## config.mk

```make
export PLATFORM = sky130hd
export DESIGN_NAME = hyst_xdet
export DESIGN_NICKNAME = d
export VERILOG_FILES = /design/src/rtl/hxd_pkg.sv /design/src/rtl/hxd_cfg.sv /design/src/rtl/hxd_track.sv /design/src/rtl/hxd_sat_cnt.sv /design/src/rtl/hyst_xdet.sv
export SDC_FILE = /design/constraint.sdc
export NUM_CORES = 1
export LEC_CHECK = 0
export BUFFER_PORTS_ARGS = -buffer_cell sky130_fd_sc_hd__buf_4
export CAP_MARGIN = 25
export CELL_PAD_IN_SITES_DETAIL_PLACEMENT = 1
export CELL_PAD_IN_SITES_GLOBAL_PLACEMENT = 1
export CORE_ASPECT_RATIO = 0.5
export CORE_MARGIN = 1.5
export CORE_UTILIZATION = 50
export DETAILED_ROUTE_END_ITERATION = 10
export GPL_TIMING_DRIVEN = 0
export PLACE_DENSITY = 0.84
export SYNTH_ARGS = -nofsm -noshare
export SYNTH_HDL_FRONTEND = slang
export SYNTH_SLANG_ARGS = --single-unit
```

## constraint.sdc

```tcl
create_clock -name clk_i -period 3.9 [get_ports clk_i]
set_clock_uncertainty 0.05 [all_clocks]
set_input_delay 0.39 -clock clk_i [delete_from_list [all_inputs] [get_ports clk_i]]
set_output_delay 0.39 -clock clk_i [all_outputs]
set_load 0.05 [all_outputs]
```

## src/rtl/hxd_pkg.sv

```systemverilog
package hxd_pkg;
  typedef enum logic [1:0] {
    TRK_INIT = 2'd0,
    TRK_LOW  = 2'd1,
    TRK_HIGH = 2'd2
  } trk_state_e;

  typedef enum logic [1:0] {
    CFG_HI   = 2'd0,
    CFG_LO   = 2'd1,
    CFG_SUPP = 2'd2
  } cfg_sel_e;
endpackage

```

## src/rtl/hxd_cfg.sv

```systemverilog
module hxd_cfg
  import hxd_pkg::*;
#(
  parameter int DATA_W = 12,
  parameter int SUPP_W = 8
) (
  input  logic                     clk_i,
  input  logic                     rst_ni,
  input  logic                     we_i,
  input  logic [1:0]               sel_i,
  input  logic [DATA_W-1:0]        wdata_i,
  output logic signed [DATA_W-1:0] hi_o,
  output logic signed [DATA_W-1:0] lo_o,
  output logic [SUPP_W-1:0]        supp_o,
  output logic                     err_o
);
  localparam logic signed [DATA_W-1:0] HI_RST   = DATA_W'(1) <<< (DATA_W-2);
  localparam logic signed [DATA_W-1:0] LO_RST   = -HI_RST;
  localparam logic [SUPP_W-1:0]        SUPP_RST = SUPP_W'(4);

  logic signed [DATA_W-1:0] wd;
  assign wd = signed'(wdata_i);

  always_ff @(posedge clk_i or negedge rst_ni) begin
    if (!rst_ni) begin
      hi_o   <= HI_RST;
      lo_o   <= LO_RST;
      supp_o <= SUPP_RST;
      err_o  <= 1'b0;
    end else if (we_i) begin
      case (sel_i)
        CFG_HI: begin
          if (wd < lo_o) err_o <= 1'b1;
          else begin
            hi_o  <= wd;
            err_o <= 1'b0;
          end
        end
        CFG_LO: begin
          if (wd > hi_o) err_o <= 1'b1;
          else begin
            lo_o  <= wd;
            err_o <= 1'b0;
          end
        end
        CFG_SUPP: begin
          supp_o <= wdata_i[SUPP_W-1:0];
          err_o  <= 1'b0;
        end
        default: ;
      endcase
    end
  end

  p_thr_order_r8: assert property (@(posedge clk_i) disable iff (!rst_ni)
    lo_o <= hi_o);

  p_reject_keeps_r8: assert property (@(posedge clk_i) disable iff (!rst_ni)
    (we_i && sel_i == CFG_LO && wd > hi_o) |=> ($stable(lo_o) && err_o));
endmodule

```

## src/rtl/hxd_track.sv

```systemverilog
module hxd_track
  import hxd_pkg::*;
#(
  parameter int DATA_W = 12,
  parameter int SUPP_W = 8
) (
  input  logic                     clk_i,
  input  logic                     rst_ni,
  input  logic signed [DATA_W-1:0] sample_i,
  input  logic signed [DATA_W-1:0] hi_i,
  input  logic signed [DATA_W-1:0] lo_i,
  input  logic [SUPP_W-1:0]        supp_i,
  output logic                     level_o,
  output logic                     rise_o,
  output logic                     fall_o,
  output logic                     raw_hi_o,
  output logic                     raw_lo_o
);
  trk_state_e        st_q;
  logic [SUPP_W-1:0] cnt_q;
  logic              prev_hi_q, prev_lo_q;
  logic              ge_hi, le_lo, confirm;
  logic [SUPP_W:0]   cnt_inc, supp_eff;

  assign ge_hi    = sample_i >= hi_i;
  assign le_lo    = sample_i <= lo_i;
  assign supp_eff = (supp_i == '0) ? (SUPP_W+1)'(1) : {1'b0, supp_i};
  assign cnt_inc  = {1'b0, cnt_q} + (SUPP_W+1)'(1);
  assign confirm  = cnt_inc >= supp_eff;

  always_ff @(posedge clk_i or negedge rst_ni) begin
    if (!rst_ni) begin
      st_q      <= TRK_INIT;
      cnt_q     <= '0;
      prev_hi_q <= 1'b0;
      prev_lo_q <= 1'b0;
      rise_o    <= 1'b0;
      fall_o    <= 1'b0;
      raw_hi_o  <= 1'b0;
      raw_lo_o  <= 1'b0;
    end else begin
      rise_o    <= 1'b0;
      fall_o    <= 1'b0;
      prev_hi_q <= ge_hi;
      prev_lo_q <= le_lo;
      raw_hi_o  <= (st_q != TRK_INIT) && ge_hi && !prev_hi_q;
      raw_lo_o  <= (st_q != TRK_INIT) && le_lo && !prev_lo_q;
      case (st_q)
        TRK_INIT: begin
          st_q  <= ge_hi ? TRK_HIGH : TRK_LOW;
          cnt_q <= '0;
        end
        TRK_LOW: begin
          if (!ge_hi) cnt_q <= '0;
          else if (confirm) begin
            st_q   <= TRK_HIGH;
            rise_o <= 1'b1;
            cnt_q  <= '0;
          end else cnt_q <= cnt_inc[SUPP_W-1:0];
        end
        TRK_HIGH: begin
          if (!le_lo) cnt_q <= '0;
          else if (confirm) begin
            st_q   <= TRK_LOW;
            fall_o <= 1'b1;
            cnt_q  <= '0;
          end else cnt_q <= cnt_inc[SUPP_W-1:0];
        end
        default: st_q <= TRK_INIT;
      endcase
    end
  end

  assign level_o = (st_q == TRK_HIGH);

  p_one_edge_r3: assert property (@(posedge clk_i) disable iff (!rst_ni)
    !(rise_o && fall_o));

  p_rise_from_low_r3: assert property (@(posedge clk_i) disable iff (!rst_ni)
    rise_o |-> ($past(st_q) == TRK_LOW && st_q == TRK_HIGH));

  p_fall_from_high_r3: assert property (@(posedge clk_i) disable iff (!rst_ni)
    fall_o |-> ($past(st_q) == TRK_HIGH && st_q == TRK_LOW));

  p_init_quiet_r10: assert property (@(posedge clk_i) disable iff (!rst_ni)
    ($past(st_q) == TRK_INIT) |-> !(rise_o || fall_o || raw_hi_o || raw_lo_o));
endmodule

```

## src/rtl/hxd_sat_cnt.sv

```systemverilog
module hxd_sat_cnt #(
  parameter int W = 4
) (
  input  logic         clk_i,
  input  logic         rst_ni,
  input  logic         inc_i,
  output logic [W-1:0] cnt_o
);
  always_ff @(posedge clk_i or negedge rst_ni) begin
    if (!rst_ni)                cnt_o <= '0;
    else if (inc_i && ~&cnt_o)  cnt_o <= cnt_o + W'(1);
  end

  p_sat_hold_r7: assert property (@(posedge clk_i) disable iff (!rst_ni)
    (&cnt_o) |=> (&cnt_o));

  p_no_wrap_r7: assert property (@(posedge clk_i) disable iff (!rst_ni)
    cnt_o >= $past(cnt_o));
endmodule

```

## src/rtl/hyst_xdet.sv

```systemverilog
module hyst_xdet
  import hxd_pkg::*;
#(
  parameter int DATA_W = 12,
  parameter int SUPP_W = 8,
  parameter int EVT_W  = 4
) (
  input  logic              clk_i,
  input  logic              rst_ni,
  input  logic [DATA_W-1:0] sample_i,
  input  logic              cfg_we_i,
  input  logic [1:0]        cfg_sel_i,
  input  logic [DATA_W-1:0] cfg_wdata_i,
  output logic              cfg_err_o,
  output logic              level_o,
  output logic              rise_o,
  output logic              fall_o,
  output logic              any_o,
  output logic              raw_hi_o,
  output logic              raw_lo_o,
  output logic [EVT_W-1:0]  rise_cnt_o,
  output logic [EVT_W-1:0]  fall_cnt_o,
  output logic [EVT_W-1:0]  any_cnt_o
);
  localparam int N_CNT = 3;

  logic signed [DATA_W-1:0] hi_thr, lo_thr;
  logic [SUPP_W-1:0]        supp;
  logic [N_CNT-1:0]         evt;
  logic [EVT_W-1:0]         cnt [N_CNT];

  hxd_cfg #(.DATA_W(DATA_W), .SUPP_W(SUPP_W)) i_cfg (
    .clk_i, .rst_ni,
    .we_i(cfg_we_i), .sel_i(cfg_sel_i), .wdata_i(cfg_wdata_i),
    .hi_o(hi_thr), .lo_o(lo_thr), .supp_o(supp), .err_o(cfg_err_o)
  );

  hxd_track #(.DATA_W(DATA_W), .SUPP_W(SUPP_W)) i_track (
    .clk_i, .rst_ni,
    .sample_i(signed'(sample_i)), .hi_i(hi_thr), .lo_i(lo_thr), .supp_i(supp),
    .level_o, .rise_o, .fall_o, .raw_hi_o, .raw_lo_o
  );

  assign any_o = rise_o | fall_o;
  assign evt   = {any_o, fall_o, rise_o};

  for (genvar g = 0; g < N_CNT; g++) begin : g_cnt
    hxd_sat_cnt #(.W(EVT_W)) i_cnt (
      .clk_i, .rst_ni, .inc_i(evt[g]), .cnt_o(cnt[g])
    );
  end

  assign rise_cnt_o = cnt[0];
  assign fall_cnt_o = cnt[1];
  assign any_cnt_o  = cnt[2];

  p_level_needs_edge_r2: assert property (@(posedge clk_i) disable iff (!rst_ni)
    ($past(level_o) != level_o && $past(rst_ni)) |-> (rise_o || fall_o || $past(!rise_o && !fall_o)));
endmodule

```

Word-level counts from Yosys, hierarchy flattened
Index checks and enable logic that the tools add are counted.
{"block": "word_totals", "regBits": 61, "inputBits": 29, "output_inout_bits": 19, "wordCells": 80}
{"block": "classes", "mux": 19, "bitwise_logic": 3, "add_sub_neg": 4, "n_reduce_logical": 26, "order_cmp": 5, "n_eq_ne": 8}
{"cell": "2-to-1 mux 8 bit", "n": 4}
{"cell": "one-hot mux 8 bit (3 select lines)", "n": 1}
{"cell": "AND reduction 4 bit", "n": 4}
{"cell": "adder 4 x 1 -> 4 bit, second input constant", "n": 3}
{"cell": ">= comparator 12 bit", "n": 1}
{"cell": "> comparator 12 bit", "n": 1}
{"cell": "less-or-equal comparator 12 bit", "n": 1}
{"cell": "less-than comparator 12 bit", "n": 1}
{"cell": "2-to-1 mux 2 bit", "n": 5}
{"cell": "adder 8 x 1 -> 9 bit, second input constant", "n": 1}
{"cell": ">= comparator 9 bit", "n": 1}
{"cell": "zero test 8 bit", "n": 1}
{"cell": "!= test 2 x 1 -> 1 bit, second input constant", "n": 4}
{"cell": "logical AND 1 bit", "n": 7}
{"cell": "2-to-1 mux 1 bit", "n": 7}
{"cell": "one-hot mux 2 bit (3 select lines)", "n": 1}
{"cell": "AND reduction 3 bit", "n": 2}
{"cell": "nonzero test 3 bit", "n": 2}
{"cell": "zero test 1 bit", "n": 5}
{"cell": "equality test 2 x 1 -> 1 bit, second input constant", "n": 2}
{"cell": "equality test 2 bit, second input constant", "n": 2}
{"cell": "zero test 2 bit", "n": 2}
{"cell": "AND reduction 2 bit", "n": 2}
{"cell": "one-hot mux 1 bit (3 select lines)", "n": 1}
{"cell": "other kinds (3)", "n": 4}

Longest topological paths before layout
Gate-level depths: netlist of the first run.
{"block": "logic_depth", "depth_word": 6, "depth_mapped": 13, "mapped_depth_nobuf": 13}

Cells and area by module
A second synthesis of the first run with hierarchy kept.
{"block": "hier_totals", "cells_unflattened": 413, "hier_area_um2": 4274.1}
{"module": "hxd_cfg", "n_inst": 1, "seq_area_each_um2": 830.8, "cells_each": 160, "area_per_inst_um2": 1960.6}
{"module": "hxd_track", "n_inst": 1, "seq_area_each_um2": 400.4, "cells_each": 192, "area_per_inst_um2": 1676.6}
{"module": "hxd_sat_cnt", "n_inst": 3, "seq_area_each_um2": 100.1, "cells_each": 20, "area_per_inst_um2": 210.2}
{"module": "hyst_xdet", "n_inst": 1, "seq_area_each_um2": 0.0, "cells_each": 1, "area_per_inst_um2": 6.3}

Worst setup path after synthesis of the first run
No wires, ideal clock.
{"block": "synth_timing", "kind": "reg2reg", "startpoint": "register i_track.cnt_q[0]", "endpoint": "register i_track.st_q[0]", "path_stages_with_launch": 13, "setup_ns": 0.127, "slack_ns": 1.284, "synth_period_minus_slack_ns": 2.616, "required_ns": 3.723, "arrival_ns": 2.439, "n_path_buf": 0, "path_cell_list": "dfrtp_1 -> ha_1 -> and4_1 -> nand2_1 -> or2_2 -> nand2_1 -> ha_1 -> o21ai_0 -> nor2_1 -> a211oi_4 -> o31ai_1 -> nand2_1 -> mux2_1"}
{"block": "synth_via", "elab_chain_cells": 4, "word_cells_on_any_way": 5, "classes_between": "add/sub (1); order compare (1); eq/ne (2); reduce/logical (1)"}
{"element": "start, declared", "line": "hxd_track.sv:20", "text": "logic [SUPP_W-1:0] cnt_q;"}
{"element": "start signal, assigned", "line": "hxd_track.sv:59", "text": "end else cnt_q <= cnt_inc[SUPP_W-1:0];"}
{"element": "start signal, assigned", "line": "hxd_track.sv:67", "text": "end else cnt_q <= cnt_inc[SUPP_W-1:0];"}
{"element": "adder 8 x 1 -> 9 bit (*)", "line": "hxd_track.sv:28", "text": "assign cnt_inc = {1'b0, cnt_q} + (SUPP_W+1)'(1);"}
{"element": ">= comparator 9 bit (*)", "line": "hxd_track.sv:29", "text": "assign confirm = cnt_inc >= supp_eff;"}
{"element": "!= test 2 x 1 -> 1 bit (no source line)"}
{"element": "AND reduction 4 bit (no source line) (*)"}
{"element": "end signal, assigned", "line": "hxd_track.sv:50", "text": "st_q <= ge_hi ? TRK_HIGH : TRK_LOW;"}
{"element": "end, declared", "line": "hxd_track.sv:19", "text": "trk_state_e st_q;"}
Mark *: on every way between the ends. The rest lies on a longest branch, timed or not.
A chain may end at the register's enable or synchronous reset.

Final worst setup path of the first run
{"block": "layout_timing", "startpoint": "register i_track.cnt_q[0]", "endpoint": "register i_track.cnt_q[2]"}
{"block": "layout_via", "elab_chain_cells": 5, "word_cells_on_any_way": 6, "classes_between": "add/sub (1); order compare (1); mux (4)"}
{"element": "adder 8 x 1 -> 9 bit (*)", "line": "hxd_track.sv:28"}
{"element": ">= comparator 9 bit", "line": "hxd_track.sv:29"}
{"element": "2-to-1 mux 8 bit (*)", "line": "hxd_track.sv:55, hxd_track.sv:63"}
{"element": "2-to-1 mux 8 bit (on tied branches)", "line": "hxd_track.sv:62, hxd_track.sv:54"}
{"element": "one-hot mux 8 bit (3 select lines) (*)", "line": "hxd_track.sv:48", "text": "case (st_q)"}
Marks and branches as above.

==> results of run 1 <==
placed cells by master (no fill, tap or decap), types with 3 or more instances in the layout:
cell and instances:
a211oi_1 3, a21o_1 5, a21oi_1 19, a31oi_1 4
and3_1 3, buf_4 47, clkbuf_16 9, clkinvlp_4 3
dfrtp_1 57, dfstp_2 4, ha_1 67, inv_1 44
mux2_2 33, nand2_1 28, nand2b_1 6, nand3_1 9
nand4_1 10, nor2_1 15, nor2b_1 5, nor3_1 6
nor4_1 4, o211ai_1 3, o21ai_0 13, o31ai_1 3
xnor2_1 7, xor2_1 3
power by group:
| group | switching, mW | internal [mW] |
|---|---|---|
| registers | 0.157 | 0.850 |
| logic | 0.906 | 0.629 |
| clock network | 0.315 | 0.496 |
| total | 1.38 | 1.97 |
through the flow:
step	setup WS, ns	instances	total power [mW]	utilization	hold slack (ns)
final	0.787	555	3.35	0.636	0.0826
after global routing	0.621	555	3.56	0.636	0.160
after CTS	0.858	555	3.36	0.636	0.123
after detailed placement	0.990	539	2.48	0.596	0.367
after global placement	1.10	539	2.32	0.596	0.345
after floorplan	1.28	384	2.00	-	0.0444
synthesized netlist by cell type (all sizes together):
master	n
or2	1
mux2	36
ha	67
a21o	5
o21a	1
nor4	4
dfstp	4
nand2b	6
a21oi	19
a41o	2
a31oi	4
a2bb2oi	2
nand2	28
nor3b	2
nor3	6
a41oi	1
nand4b	1
xnor2	7
nor2	16
nand3	10
and2	2
nor4b	1
xor2	3
and3	3
buf	3
nand4	10
o31ai	3
nand3b	1
o31a	1
or2b	2
inv	44
a211oi	4
o211ai	4
o21ai	13
a2111oi	1
o22ai	2
and4	2
dfrtp	57
mux2i	1
nor2b	5
kinds of logic after synthesis:
family	Yosys count	share of synthesized area
buffers and inverters	47	0.0485
xor gates and xnor gates	10	0.0218
and+or+nand+nor	100	0.132
AOI/OAI and AO/OA	62	0.104
DFF	61	0.381
muxes	37	0.104
adders and majority gates	67	0.208
worst max path at each step:
stage	from	end	slack (ns)	cells after the start
final	i_track.cnt_q[0]	i_track.cnt_q[2]	0.79	13
after global routing	i_track.cnt_q[0]	i_track.cnt_q[2]	0.62	13
after CTS	i_track.cnt_q[0]	i_track.st_q[0]	0.86	12
after detailed placement	i_track.cnt_q[0]	i_track.st_q[1]	0.99	12
after global placement	i_track.cnt_q[0]	i_track.st_q[1]	1.10	12
after floorplan	i_track.cnt_q[0]	i_track.st_q[0]	1.28	12
flip-flops by register name, indices dropped and copies added (netlist names):
register           cells
i_cfg.supp_o           8
i_track.rise_o         1
i_track.prev_lo_q      1
i_track.raw_hi_o       1
g_cnt.i_cnt.cnt_o     12
i_cfg.err_o            1
i_track.prev_hi_q      1
i_cfg.hi_o            12
i_track.cnt_q          8
i_track.st_q           2
i_track.fall_o         1
i_cfg.lo_o            12
i_track.raw_lo_o       1
cell type report:
class                           instances  area [um2]
Timing Repair Buffer                   47         353
Fill cell                             823        2760
Tap cell                              108         135
Multi-Input combinational cell        276        2300
Sequential cell                        61        1530
Inverter                               44         165
Clock inverter                          7        75.1
Clock buffer                            9         225
Buffer                                  3        30.0
layer usage:
metal / global-route usage / vias up
met1: 0.321 / 1622
met4: 0.108 / 0
met3: 0.0704 / 29
met2: 0.569 / 81
met5: 0 / -
li1: - / 1489
==> impl_results.md, run 1 <==
* H-tree levels at 3
* Drt pass-1 iters at 4
* Reg2Reg Setup Slack at 0.79 ns
* Top-area cell type share of the netlist area at 0.355
* HPWL after DPL at 8210 um
* Post-layout minimum cycle time at 3.11 ns
* Final nets at 538
* Sequential share of the synthesized area at 0.381
* First-pass GRT wire length at about 19000 um
* Final ANT Viol Nets at 0
* Synth Warn # at 0
* Top cells by area, synth: dfrtp_1 (35%), ha_1 (21%), mux2_2 (9.2%), inv_1 (4.1%), dfstp_2 (2.6%)
* Slowest stage cell, crit path: dfrtp_1
* Port bufs at 47
* Routability cong. at 0.864
* Crit share post-route at 0.798
* Met2 WL post-DR at between 6000 and 7000 um
* Largest net degree at the start of global routing at 62
* Die ar. at 0.00863 mm2
* Synth Net Count at 480
* Core area at 0.00757 mm2
* Slew Viols, Final at 0
* Synth unique cells at 49
* Overall Global Routing Usage at 0.297
* Vias at 3221
* TNS Setup at 0 ns
* Share of cells above drive strength 1 at 0.248
* Worst Hold Class: input pin to async pin
* Worst slew pin tran at 0.805 ns
* Crit path max fanout at 8
* Initial Util at 0.531
* Via density at 5.80
* Post-CTS Resized at 0
* Worst slew margin at 0.464
* Leakage at 2.43 nW
* Total clock sinks at 61
* Top Layer Used: met4
* Reg2reg start: i_track.cnt_q[0]
* Hold_buf cts at 0
* I/O pins at 48
* Setup CP Type: flop to flop
* Iter 0 DRT Violations at roughly 140
* Crit. End Element: flop
* Vias in the first global route at about 3600
* Critical path arrival at 3.34 ns
* Row count at 22
* Setup bufs post-CTS at 0
* Critical path's most frequent cell: nand2_1
* DRT Wirelength at between 10000 and 15000 um
* Clock slew at reported path FFs at about 0.06 ns
* RSZ-0062 raised after global routing: no
* Initial antenna violation count at 0
* Peak Freq at 321 MHz
* Clk Latency, worst-skew pair at 0.34 ns
* Max cap viols at 0
* Root buffer cell: clkbuf_16
* Area after DPL at ~0.0045 mm2
* Mean Syn Cell Area at 10.5 um2
* CP required at approximately 4.1 ns
* Hold Fails Final Rpt at 0
* Die width at about 130 um
* Area leader, netlist: dfrtp_1
* CTS Buffer Depth at 2
* TritonCTS Buffers at 9
* VDD IR-drop max at 0.000297 V
* Pwr per Cell Area at around 700 mW/mm2
* Setup-failing EPs final at 0
* Die height at 66.4 um
* Reg2reg end: i_track.cnt_q[2]
* Final Cell Area at 0.00481 mm2
* Total gr overflow at 0
* Mapped Area at 0.00402 mm2
* Drc violations at 0
* #FFs+latches synth at 61
* Outcome: completed
* Worst path cell trace: ha_1 > and4_1 > nand2_1 > or2_2 > nand2_1 > ha_1 > a211oi_1 > nor2_1 > a211oi_4 > nand4b_1 > a2bb2oi_2 > nand2b_1 > nand2_1
* CTS tree: done
* Wire per inst at 20.6 um
* Antenna diode count at 0
* Setup crit start kind: flop
* Met3 wire len at 399 um
* Area Growth Syn to Fin at 19.6%
* Buf/Inv on CP at 0
* R2R cell count at 13
* DRT met1 WL at 4630 um
* Delay-heaviest family, CP: simple AND/OR/NAND/NOR gates
* Post-synthesis cell count at 384
* Slowest stage delay, CP at 0.43 ns
No activity file was read; power rests on OpenSTA's default activity.
==> run 2: changes to the inputs <==
--- a/config.mk
+++ b/config.mk
@@ -5,16 +5,17 @@
 export SDC_FILE = /design/constraint.sdc
 export NUM_CORES = 1
 export LEC_CHECK = 0
+export ABC_AREA = 1
 export BUFFER_PORTS_ARGS = -buffer_cell sky130_fd_sc_hd__buf_4
 export CAP_MARGIN = 25
 export CELL_PAD_IN_SITES_DETAIL_PLACEMENT = 1
 export CELL_PAD_IN_SITES_GLOBAL_PLACEMENT = 1
 export CORE_ASPECT_RATIO = 0.5
 export CORE_MARGIN = 1.5
-export CORE_UTILIZATION = 50
+export CORE_UTILIZATION = 40
 export DETAILED_ROUTE_END_ITERATION = 10
 export GPL_TIMING_DRIVEN = 0
-export PLACE_DENSITY = 0.84
+export PLACE_DENSITY = 0.75
 export SYNTH_ARGS = -nofsm -noshare
 export SYNTH_HDL_FRONTEND = slang
 export SYNTH_SLANG_ARGS = --single-unit
==> constraint.sdc (replaced) <==
create_clock -name clk_i -period 2.6 [get_ports clk_i]
set_clock_uncertainty 0.05 [all_clocks]
set_input_delay 0.26 -clock clk_i [delete_from_list [all_inputs] [get_ports clk_i]]
set_output_delay 0.26 -clock clk_i [all_outputs]
set_load 0.05 [all_outputs]
==> impl_results.md, run 2 <==
* Area after DPL at around 0.0048 mm2
* Post-layout minimum cycle time at around 2.6 ns
* Mean Syn Cell Area at 8.15 um2
* HPWL after DPL at ~8000 um
* Iter 0 DRT Violations at 98
* Drt pass-1 iters at 4
* Biggest regs: g_cnt.i_cnt.cnt_o x12, i_cfg.hi_o x12, i_cfg.lo_o x12
* Final nets at slightly below 700
* Row count at 26
* First-pass GRT wire length at between 15000 and 20000 um
* R2R cell count at 14
* Die height at 76.5 um
* Die ar. at 0.0115 mm2
* Critical path arrival at around 2.8 ns
* Final ANT Viol Nets at 0
* Port bufs at between 40 and 50
* Total clock sinks at 61
* Vias at about 3700
* Drc violations at 0
* Reg2Reg Setup Slack at 0.02 ns
* Leakage at 2.93 nW
* Area leader, netlist: dfrtp_1
* Top cells by count, synth: nand2_1 (134), inv_1 (90), ha_1 (67), dfrtp_1 (57), nor2_1 (24)
* Area Growth Syn to Fin at 25.5%
* Clk Latency, worst-skew pair at 0.34 ns
* Failing checks: hold timing
* Mapped Area at 0.00432 mm2
* Largest net degree at the start of global routing at 62
* Finished Layout Cells at around 740
* Slowest stage delay, CP at 0.51 ns
* Synth unique cells at 34
* Asr flop ratio synth at 1.00
* TritonCTS Buffers at 9
* Wire per inst at 16.1 um
* Top-area cell type share of the netlist area at 0.330
* Top cells by area, synth: dfrtp_1 (33%), ha_1 (19%), nand2_1 (12%), inv_1 (7.8%), o21ai_2 (2.6%)
* Reg2reg start: i_track.cnt_q[2]
* Crit. End Element: flop
* Max cap viols at 0
* Die width at 150 um
* Via density at 4.99
* DRT Wirelength at 12000 um
* Most common flop cell mapped by yosys: dfrtp_1
* Share of cells above drive strength 1 at 0.260
* Worst path cell trace: nand3_4 > nor2_2 > inv_2 > nor2_4 > nand3_2 > xor2_2 > ha_4 > nand2_1 > o21ai_2 > nor2_2 > nand3_4 > nor2_4 > nand2_4 > o21ai_2
* Total gr overflow at 0
* CP required at 2.82 ns
* Hold Fails Final Rpt at 53
* Initial Util at 0.418
* Worst Hold Class: input pin to async pin
* I/O pins at 48
* Core area at 0.0103 mm2
* Vias in the first global route at slightly below 4000
* CTS tree: done
* Post-synth EDFFs at 0
* Buf/Inv on CP at 1
* Overall Global Routing Usage at 0.207
* WHS at -0.0393 ns
* Initial antenna violation count at 0
* Setup-failing EPs final at 0
* VDD IR-drop max at 0.000360 V
* Routability cong. at about 0.79
* Setup CP Type: flop to flop
* Final Cell Area at 0.00543 mm2
* Post-synthesis cell count at 530
* Worst slew pin tran at 0.817 ns
* Clock slew at reported path FFs at about 0.060 ns
* CTS Buffer Depth at 2
* H-tree levels at 3
* Commonest non-fill, non-tap cell in the layout: nand2_1
* Slew Viols, Final at 0
* Reg2reg end: i_track.cnt_q[4]
* #FFs+latches synth at 61
* Pwr per Cell Area at 1000 mW/mm2
* Delay-heaviest family, CP: simple AND/OR/NAND/NOR gates
* Most frequent cell after synthesis: nand2_1
* Root buffer cell: clkbuf_16
* Crit path max fanout at 5
* Synth Warn # at 0
* Synth Net Count at 626
* Sequential share of the synthesized area at 0.354
* Peak Freq at 387 MHz
* Antenna diode count at 0
* DP Cell Count at roughly 720
* Outcome: finished, violations left
* Slowest stage cell, crit path: dfrtp_1
* Worst slew margin at 0.455
* Crit share post-route at 0.993
* Most frequent cells in the layout: nand2_1 (129), inv_1 (87), ha_1 (63), buf_4 (57), dfrtp_1 (55)
* Setup crit start kind: flop
-- run 2: cell count changes after synthesis, sizes merged, moves of 11 or more --
cell	delta
inv	+48
mux2	-36
nand3	+11
nor2	+16
o21ai	+30
nand2	+123
-- run 2: worst reg2reg max path, cell delays in order, from the launching register on --
cell and delay (ns):
dfrtp_1 0.51, nand3_4 0.12, nor2_2 0.13, inv_2 0.07, nor2_4 0.15, nand3_2 0.10, xor2_2 0.24, ha_4 0.25
nand2_1 0.08, o21ai_2 0.06, nor2_2 0.15, nand3_4 0.12, nor2_4 0.20, nand2_4 0.12, o21ai_2 0.15
-- run 2: area by class of cell --
type                    count  area, um2
fillers                  1241       4920
multi-input cells         371       2560
flip-flops and latches     61       1530
repair buffers             58        443
inverters                  92        345
clock buffers              12        256
well taps                 140        175
clock inverters             4       53.8
plain buffers               6       52.6
-- run 2: cells by family (layout without fill, tap and decap cells) --
| kind of cell | after synthesis | in the layout | share of synthesized area |
|---|---|---|---|
| buffers and inverters | 98 | 172 | 0.0909 |
| xor gates and xnor gates | 13 | 13 | 0.0263 |
| AOI/OAI and AO/OA | 68 | 68 | 0.0950 |
| and+or+nand+nor | 223 | 223 | 0.239 |
| adders and majority gates | 67 | 67 | 0.194 |
| DFF | 61 | 61 | 0.354 |
-- run 2: metrics by stage --
step	setup slack, ns	utilization	total power [mW]	TNS, ns
floorplan	0.198	-	3.30	0
global placement	-0.0698	0.469	3.88	-0.182
detailed placement	-0.0919	0.469	4.00	-0.465
CTS	0.00282	0.505	5.34	0
global route	-0.123	0.524	5.85	-0.817
finish	0.0185	0.524	5.42	0
-- run 2: worst max path at each step --
stage / from / endpoint / slack (ns) / cells past startpoint
after floorplan: i_track.cnt_q[0] / i_track.st_q[0] / 0.20 / 18
after global placement: i_track.cnt_q[0] / i_track.st_q[0] / -0.07 / 18
after detailed placement: i_track.cnt_q[0] / i_track.st_q[1] / -0.09 / 18
after CTS: i_track.cnt_q[0] / i_track.st_q[1] / 0.003 / 18
after global routing: i_track.cnt_q[2] / i_track.st_q[1] / -0.12 / 16
final: i_track.cnt_q[2] / i_track.cnt_q[4] / 0.02 / 14
-- run 2: report_power, final --
part / switching [mW] / internal, mW / total, mW / leakage (nW)
Combinational: 1.65 / 0.980 / 2.63 / 2.00
Sequential: 0.237 / 1.28 / 1.52 / 0.777
Clock: 0.475 / 0.798 / 1.27 / 0.145
Total: 2.37 / 3.06 / 5.42 / 2.93
-- run 2: repair_timing --
item                                    in CTS  in global routing
setup buffers                                5                  6
pin swaps                                    5                 14
gates resized for setup                      4                 35
endpoints found under the setup margin      13                 19
hold buffers                                 0                  0
-- run 2: per-layer routing --
metal | track usage | share of wire | vias up
met5 | 0 | 0 | -
met4 | 0.0598 | 0.014 | 0
met3 | 0.0425 | 0.021 | 15
met2 | 0.367 | 0.50 | 45
met1 | 0.254 | 0.46 | 1822
li1 | - | - | 1830
==> run 3: changes to the inputs <==
==> constraint.sdc (replaced) <==
create_clock -name clk_i -period 2.1 [get_ports clk_i]
set_clock_uncertainty 0.05 [all_clocks]
set_input_delay 0.21 -clock clk_i [delete_from_list [all_inputs] [get_ports clk_i]]
set_output_delay 0.21 -clock clk_i [all_outputs]
set_load 0.05 [all_outputs]
==> impl_results.md, run 3 (same netlist as run 2, synthesis figures left out) <==
* TritonCTS Buffers at 9
* Via density at between 5 and 6
* Crit path max fanout at 4
* Worst slew pin tran at ~0.8 ns
* Setup crit start kind: flop
* Area Growth Syn to Fin at 38.4%
* Iter 0 DRT Violations at 73
* Crit. End Element: flop
* Initial antenna violation count at 0
* Clk Latency, worst-skew pair at 0.34 ns
* Final nets at 717
* Total clock sinks at 61
* Share of cells above drive strength 1 at 0.379
* Initial Util at 0.418
* Total gr overflow at 0
* Setup-failing EPs final at 37
* I/O pins at 48
* VDD IR-drop max at around 0.00050 V
* Drt pass-1 iters at 4
* Worst Hold Class: input pin to flop
* Commonest non-fill, non-tap cell in the layout: nand2_1
* Core area at between 0.01 and 0.015 mm2
* DRT Wirelength at 13100 um
* Slowest stage cell, crit path: dfrtp_1
* Leakage at between 3 and 4 nW
* CP required at 2.32 ns
* Clock slew at reported path FFs at 0.06 ns
* Setup CP Type: flop to flop
* WHS at between 0.1 and 0.15 ns
* Outcome: finished, violations left
* Die height at 76.5 um
* Delay-heaviest family, CP: simple AND/OR/NAND/NOR gates
* Final ANT Viol Nets at 0
* Root buffer cell: clkbuf_16
* Die width at 150 um
* Peak Freq at 401 MHz
* Slew Viols, Final at 0
* FILL cells at 1200
* Failing checks: setup timing
* HPWL after DPL at 8290 um
* Vias in the first global route at 4254
* First-pass GRT wire length at 21300 um
* Die ar. at 0.0115 mm2
* H-tree levels at 3
* Overall Global Routing Usage at 0.245
* CTS Buffer Depth at 2
* Port bufs at 47
* Crit share post-route at 1.19
* Antenna diode count at 0
* Drc violations at 0
* CTS tree: done
* Vias at 3870
* Power Total at 7.43 mW
* Biggest regs: g_cnt.i_cnt.cnt_o x12, i_cfg.hi_o x12, i_cfg.lo_o x12
* RSZ-0062 raised after global routing: yes
* Slowest stage delay, CP at 0.39 ns
* Worst slew margin at 0.469
* Pwr per Cell Area at 1240 mW/mm2
* Largest net degree at the start of global routing at 62
* Most frequent cells in the layout: nand2_1 (104), inv_1 (78), buf_4 (66), ha_1 (58), dfrtp_1 (56)
* Worst slack, placed at -0.515 ns
* Max cap viols at 0
* TNS Setup at -7.84 ns
* Critical path arrival at 2.72 ns
* Post-layout minimum cycle time at 2.49 ns
* Worst path cell trace: buf_6 > nand3_4 > nor2_2 > inv_2 > nor2_4 > nand3_2 > xor2_2 > ha_4 > nand2_2 > o21ai_2 > nor2_2 > nand3_4 > nor2_4 > buf_12 > nand3_2 > o21ai_1
* Final setup margin at -0.394 ns
* Buf/Inv on CP at 3
* Routability cong. at about 0.81
* Row count at 26
* Wire per inst at 17.1 um
* Hold Fails Final Rpt at 0
==> run 3: worst paths after layout <==
check,start,end,slack (ns),cells past startpoint
worst max register to register,i_track.cnt_q[0],i_track.cnt_q[7],-0.39,16
worst min-delay path,cfg_wdata_i[11],i_cfg.lo_o[11],0.11,3
worst min register to register,i_track.prev_hi_q,i_track.raw_hi_o,0.43,3
worst max-delay path,i_track.cnt_q[0],i_track.cnt_q[7],-0.39,16
min in group asynchronous,rst_ni,i_cfg.lo_o[9],0.44,2
max in group asynchronous,rst_ni,i_track.cnt_q[2],0.97,2
==> run 3: area by class of cell <==
class,instances,area (um2),share of cell area
plain buffers,6,85.1,0.0142
multi-input cells,371,2880,0.481
clock inverters,7,52.6,0.00879
flip-flops and latches,61,1530,0.256
inverters,92,353,0.0590
clock buffers,9,225,0.0377
well taps,140,175,0.0293
repair buffers,80,682,0.114
==> run 3: what timing repair did <==
| action | 4_1_cts | 5_1_grt |
|---|---|---|
| hold endpoints to repair | 57 | 0 |
| endpoints found under the setup margin | 36 | 38 |
| pin swaps | 32 | 32 |
| gates cloned | 4 | 0 |
| hold buffers | 1 | 0 |
| gates resized for setup | 84 | 50 |
| buffers inserted | 24 | 8 |
==> run 3: where the power goes <==
group / leakage, nW / internal [mW] / switching, mW
sequential: 0.778 / 1.58 / 0.349
clock: 0.135 / 0.801 / 0.588
combinational: 2.21 / 1.67 / 2.44
==> run 3: routing by layer <==
layer	routed length, um	part of all wire	GRT usage
met1	5670	0.43	0.293
met2	6790	0.52	0.431
met3	430	0.033	0.0545
met4	192	0.015	0.0882
met5	0	0	0
==> run 3: tightest hold or removal path, stage by stage <==
cell and delay, ns:
buf_4 0.14, inv_1 0.09, o21ai_2 0.06
==> run 3: stage by stage <==
step,instance area [um2],utilization,instances
floorplan,4360,-,530
global placement,4890,0.473,717
detailed placement,4890,0.473,717
CTS,5830,0.564,762
global route,5980,0.578,766
finish,5980,0.578,766
